File: config.mk
export PLATFORM = sky130hd
export DESIGN_NAME = cart_boot_hold
export DESIGN_NICKNAME = d
export VERILOG_FILES = /design/src/rtl/cart_boot_hold.sv
export SDC_FILE = /design/constraint.sdc
export NUM_CORES = 1
export LEC_CHECK = 0
export BUFFER_PORTS_ARGS = -buffer_cell sky130_fd_sc_hd__buf_2
export CAP_MARGIN = 20
export CORE_MARGIN = 3
export CORE_UTILIZATION = 55
export DETAILED_ROUTE_END_ITERATION = 10
export GPL_TIMING_DRIVEN = 0
export PLACE_DENSITY = 0.81
export REMOVE_ABC_BUFFERS = 1
export SYNTH_ARGS = -nofsm -noshare
export SYNTH_HDL_FRONTEND = slang
export SYNTH_SLANG_ARGS = --single-unit
File: constraint.sdc
create_clock -name clk -period 4 [get_ports clk]
set_clock_uncertainty 0.15 [all_clocks]
set_input_delay 0.2 -clock clk [delete_from_list [all_inputs] [get_ports clk]]
set_output_delay 0.2 -clock clk [all_outputs]
set_load 0.02 [all_outputs]
File: src/rtl/cart_boot_hold.sv
module cart_boot_hold #(
  parameter int ADDR_W = 13,
  parameter int DATA_W = 8,
  parameter int ROM_AW = 6,
  parameter logic [2*DATA_W-1:0] RESET_VEC = 16'hD47A
) (
  input  logic              clk,
  input  logic              rst_n,
  input  logic [ADDR_W-1:0] addr_in,
  input  logic              boot_ready,
  output logic [DATA_W-1:0] bus_data,
  output logic              bus_drive
);
  localparam int OFF_W = ADDR_W - 1;
  localparam logic [OFF_W-1:0] OFF_HI = '1;
  localparam logic [OFF_W-1:0] OFF_LO = {{(OFF_W-1){1'b1}}, 1'b0};

  logic [ADDR_W-1:0] addr_q;
  logic rdy_s1, rdy_s2, serving;
  logic [DATA_W-1:0] byte_sel;

  function automatic logic [DATA_W-1:0] rom_byte(input logic [ROM_AW-1:0] idx);
    logic [DATA_W-1:0] w;
    w = DATA_W'(idx);
    return DATA_W'(w * DATA_W'(37) + DATA_W'(11));
  endfunction

  always_ff @(posedge clk or negedge rst_n) begin
    if (!rst_n) begin
      addr_q  <= '0;
      rdy_s1  <= 1'b0;
      rdy_s2  <= 1'b0;
      serving <= 1'b0;
    end else begin
      addr_q <= addr_in;
      rdy_s1 <= boot_ready;
      rdy_s2 <= rdy_s1;
      if (!serving && rdy_s2 && (addr_in != addr_q))
        serving <= 1'b1;
    end
  end

  always_comb begin
    if (!serving)                        byte_sel = '0;
    else if (addr_q[OFF_W-1:0] == OFF_LO) byte_sel = RESET_VEC[DATA_W-1:0];
    else if (addr_q[OFF_W-1:0] == OFF_HI) byte_sel = RESET_VEC[2*DATA_W-1:DATA_W];
    else                                 byte_sel = rom_byte(addr_q[ROM_AW-1:0]);
  end

  assign bus_drive = addr_q[ADDR_W-1];
  assign bus_data  = bus_drive ? byte_sel : '0;

  p_console_space_undriven_r3: assert property (@(posedge clk) disable iff (!rst_n)
    !$past(addr_in[ADDR_W-1]) |-> (!bus_drive && bus_data == '0));

  p_hold_gives_zero_r2: assert property (@(posedge clk) disable iff (!rst_n)
    !serving |-> bus_data == '0);

  p_release_needs_ready_r4: assert property (@(posedge clk) disable iff (!rst_n)
    $rose(serving) |-> $past(rdy_s2));

  p_release_on_change_r5: assert property (@(posedge clk) disable iff (!rst_n)
    $rose(serving) |-> $past(addr_in) != $past(addr_in, 2));

  p_release_sticky_r8: assert property (@(posedge clk) disable iff (!rst_n)
    serving |=> serving);
endmodule

# Word level (Yosys, flattened, before mapping)
# Index checks and enable logic that the tools add are counted.
# W data, S select, Z words.
# word_totals
romBits,0
latch_bits,0
regBits,16
elab_cells,16
output_inout_bits,9
ram_bits,0
inputBits,16
mem_count,0
# classes
mux,4
magnitude_cmp,0
n_eq_ne,3
addsub,1
shifts,0
n_reduce_logical,3
div,0
n_mul,1
bitwise_logic,0
# ops
cell,n
$mux W8,4
$eq A12 B12 Y1 const B,2
$ne A13 B13 Y1,1
$add A8 B4 Y8 const B,1
$mul A6 B6 Y8 const B,1
$logic_and A1 B1 Y1,2
$logic_not A1 Y1,1

# Logic depth before layout (Yosys ltp)
# logic_depth
word_depth,6
mapped_depth,11
depth_no_buf,11

# Worst setup path before layout
# Ideal clock, no wire load.
# synth_path
path_kind,register -> output
from,reg addr_q[5]
to,out bus_data[7]
path_stages_with_launch,12
t_arrival_ns,2.681
required_time_ns,3.650
n_path_buf,0
setup_slack_ns,0.969
path_cell_list,dfrtp_1 ha_1 ha_1 inv_1 fa_1 inv_1 ha_1 ha_1 a21oi_1 o21ai_1 xnor2_1 a21oi_1
# synth_between
elab_chain_cells,6
elab_cells_between_ends,8
classes_between,1 x add/sub; 1 x mul; 2 x eq/ne; 4 x mux
# synth_rtl
element,line,text
from (decl),18,logic [ADDR_W-1:0] addr_q;
from (signal assigned),35,addr_q <= addr_in;
$mul A6 B6 Y8,25,return DATA_W'(w * DATA_W'(37) + DATA_W'(11));
$add A8 B4 Y8,25,
$mux W8,46,else if (addr_q[OFF_W-1:0] == OFF_HI) byte_sel = RESET_VEC[2*DATA_W-1:DATA_W];
$mux W8 *,45,else if (addr_q[OFF_W-1:0] == OFF_LO) byte_sel = RESET_VEC[DATA_W-1:0];
$mux W8 *,44,if (!serving) byte_sel = '0;
$mux W8 *,51,assign bus_data = bus_drive ? byte_sel : '0;
to (decl),11,"output logic [DATA_W-1:0] bus_data,"
# Every way passes the cells marked *; elsewhere a longest branch is shown, timed or not.

# Final worst setup path
# Same ends and word-level chain as after synthesis.

==> results.py <==
metrics = {
    "synth": {
        "synth_top_cell_area_share_pct": 37.4,
        "synth_cell_types": 17,
        "synth_area_mm2": 0.00107,
        "synth-main-ff-cell": "dfrtp_1",
        "netlist_top_cells_area": "dfrtp_1, ha_1, xnor2_1",
        "synth-edff-count": 0,
        "synth_top_cell_by_area": "dfrtp_1",
        "synth.most_common_cell": "ha_1",
        "netlist_top_cells_count": "ha_1, dfrtp_1, xnor2_1",
        "ys_seq_area_share_pct": 37.4,
        "ys_ff_latch": 16,
        "syn_inst": 99,
        "syn_avg_cell_area_um2": 10.8,
        "synthArstFlopShare_pct": 100,
        "ys_warn_count": 0,
    },
    "sta": {
        "max_freq_mhz": 290,
        "worst_slew_pin_slew_ps": 383,
        "fin_crit_sh_pct": 86.1,
        "fin_crit_ps": 3440,
        "hold_viol": 0,
        "setup_violations": 0,
        "rsz0062_at_grt": "no",
        "fin_tns_setup_ps": 0,
        "slew-limit-headroom_pct": 74.2,
        "finalWorstSetupSlack_ps": 556,
        "maxSlewViolCount": 0,
    },
    "routing": {
        "drt_wl_total_um": 2500,
        "num_vias": 879,
        "firstDrtPassIters": 4,
        "drc": 0,
        "drtAntennaViolNets": 0,
        "drt-initial-drc-count": 8,
        "drt-wirelength-per-cell_um": 14.9,
        "vias_per_cell": 5.26,
    },
    "clock_network": {
        "cts_buffers": 3,
        "cts_resized": 0,
        "cts.clk_slew.worst_paths_ps": 90,
        "clock_sinks": 16,
        "insertion_delay_ps": 290,
        "cts_tree": "built",
        "cts-root-buf": "clkbuf_4",
        "htreeDepth": 1,
        "cts_buffer_depth": 2,
    },
    "grt": {
        "grt_pass1_wl_um": 4290,
        "grt.busiest_layer": "met2",
        "grtUsageTotal_pct": 23.0,
        "grt_use_met2_pct": 43.9,
        "grt_use_met3_pct": 2.97,
        "grt-ovfl-total": 0,
        "grt_antenna_before_repair": 0,
        "gr-usage-met1_pct": 25.3,
        "first_global_vias": 975,
        "grt_max_degree": 17,
    },
    "placement": {
        "io_buffer_count": 24,
        "dp_hpwl_um": 1660,
        "routabilityCongestion": 0.799,
        "post-place-ws_ps": 871,
    },
    "finish": {
        "antenna_cells": 0,
        "nNetsFinal": 180,
        "drive_gt1_share_pct": 19.7,
        "fillCellCount": 102,
        "syn_to_final_growth_pct": 31.5,
    },
    "setup_path": {
        "reg2reg_to": "serving",
        "worstReg2RegStart": "addr_q[1]",
        "cp.required_ps": 3650,
        "crit_family": "adder cells",
        "crit_path_end_kind": "primary output",
        "worstPathArrival_ps": 3090,
        "critPathLaunchType": "register",
        "rr_worst_depth": 5,
        "crit_top_cell": "ha_1",
        "crit_fanout": 4,
        "timing.critical_path.buf_inv": 3,
        "cp_cell_sequence": "ha_1, ha_1, inv_1, fa_1, inv_1, ha_1, ha_1, a21oi_1, o21ai_1, xnor2_1, a21oi_1, buf_2",
        "crit_slowest_cell": "fa_1",
        "reg2reg_slack_ps": 2350,
        "slowest_delay_ps": 500,
        "worstSetupPathType": "reg -> out",
    },
    "pwr": {
        "p_comb_share_pct": 37.8,
        "p_sw_uw": 156,
        "p_leak_uw": 0.000695,
        "internal_power_uw": 307,
        "p_clk_share_pct": 23.4,
        "power_uw": 462,
        "p_seq_share_pct": 38.8,
        "max-vdd-ir-drop_mv": 0.228,
        "swShare_pct": 33.7,
        "cellPowerDensity_mw_per_mm2": 328,
    },
    "min_path": {
        "hold_class": "in -> async",
    },
    "floorplanning": {
        "initial_core_util_pct": 60.1,
        "coreArea_mm2": 0.00178,
        "die_w_um": 50.1,
        "row_count": 15,
        "dieArea_mm2": 0.00251,
        "io_pins": 25,
        "fp.dieH_um": 50.1,
    },
    "outcome": {
        "status": "finished, final reports clean",
    },
    "run": {
        "maxCapViolCount": 0,
    },
}
==> kinds of logic (layout without fill, tap and decap cells) <==
family          Yosys count  in the layout  synth area share, %
compound gates           15             15                 7.71
xor+xnor                 22             22                 18.0
fa+ha+maj                21             21                 25.9
buf+inv                   7             50                 2.45
flops                    16             16                 37.4
simple gates             18             18                 8.53
==> metrics by stage <==
stage          hold WS [ps]  cell area (um2)  util [%]  std cells
6_report                200             1410      79.0        167
5_1_grt                 221             1410      79.0        167
4_1_cts                 197             1410      79.0        167
3_5_place_dp          -26.3             1220      68.6        148
3_3_place_gp          -34.1             1220      68.6        148
2_1_floorplan          -246             1070         -         99
==> flip-flops by register name, indices dropped and copies added (netlist names) <==
register / cells
rdy_s2: 1
rdy_s1: 1
serving: 1
addr_q: 13
==> worst max-delay path by stage <==
stage | from | to | depth (start not counted)
3_5_place_dp | addr_q[5] | bus_data[7] | 12
4_1_cts | addr_q[5] | bus_data[7] | 12
6_report | addr_q[5] | bus_data[7] | 12
2_1_floorplan | addr_q[5] | bus_data[7] | 11
5_1_grt | addr_q[1] | bus_data[7] | 11
3_3_place_gp | addr_q[1] | bus_data[7] | 11
==> layout by cell type (no fill, tap or decap) <==
cell,n
a31oi_1,2
buf_2,24
dlygate4sd3_1,15
nand3_1,1
nor2b_1,1
xor2_1,10
ha_1,19
inv_1,7
a21oi_1,9
nand2_1,8
o21ai_1,2
fa_1,2
dfrtp_1,16
nor4_1,2
xnor2_1,12
nor3_1,1
a21o_1,2
clkbuf_4,3
clkbuf_8,1
nor3b_1,1
nand4_1,4
==> layout make-up <==
cell class	count	area (um2)	area share, %
Clock buffer	4	36.3	2.58
Inverter	7	26.3	1.87
Multi-Input combinational cell	76	644	45.7
Sequential cell	16	400	28.4
Tap cell	25	31.3	2.22
Timing Repair Buffer	39	270	19.2
==> per-layer routing <==
layer	vias up	wire (um)
met4	0	48
met1	421	978
met3	6	94
li1	427	-
met5	-	0
met2	25	1370
==> power groups by stage <==
| stage | registers, uW | clock network (uW) | logic (uW) |
|---|---|---|---|
| 3_5_place_dp | 182 | 0 | 162 |
| 6_report | 179 | 108 | 175 |
| 4_1_cts | 179 | 106 | 175 |
| 5_1_grt | 181 | 118 | 195 |
| 3_3_place_gp | 182 | 0 | 158 |
| 2_1_floorplan | 180 | 0 | 116 |
==> timing repair <==
action	CTS	global route
hold buffers	15	0
buffers inserted	0	0
hold endpoints to repair	30	0
No activity file was read; power rests on OpenSTA's default activity.
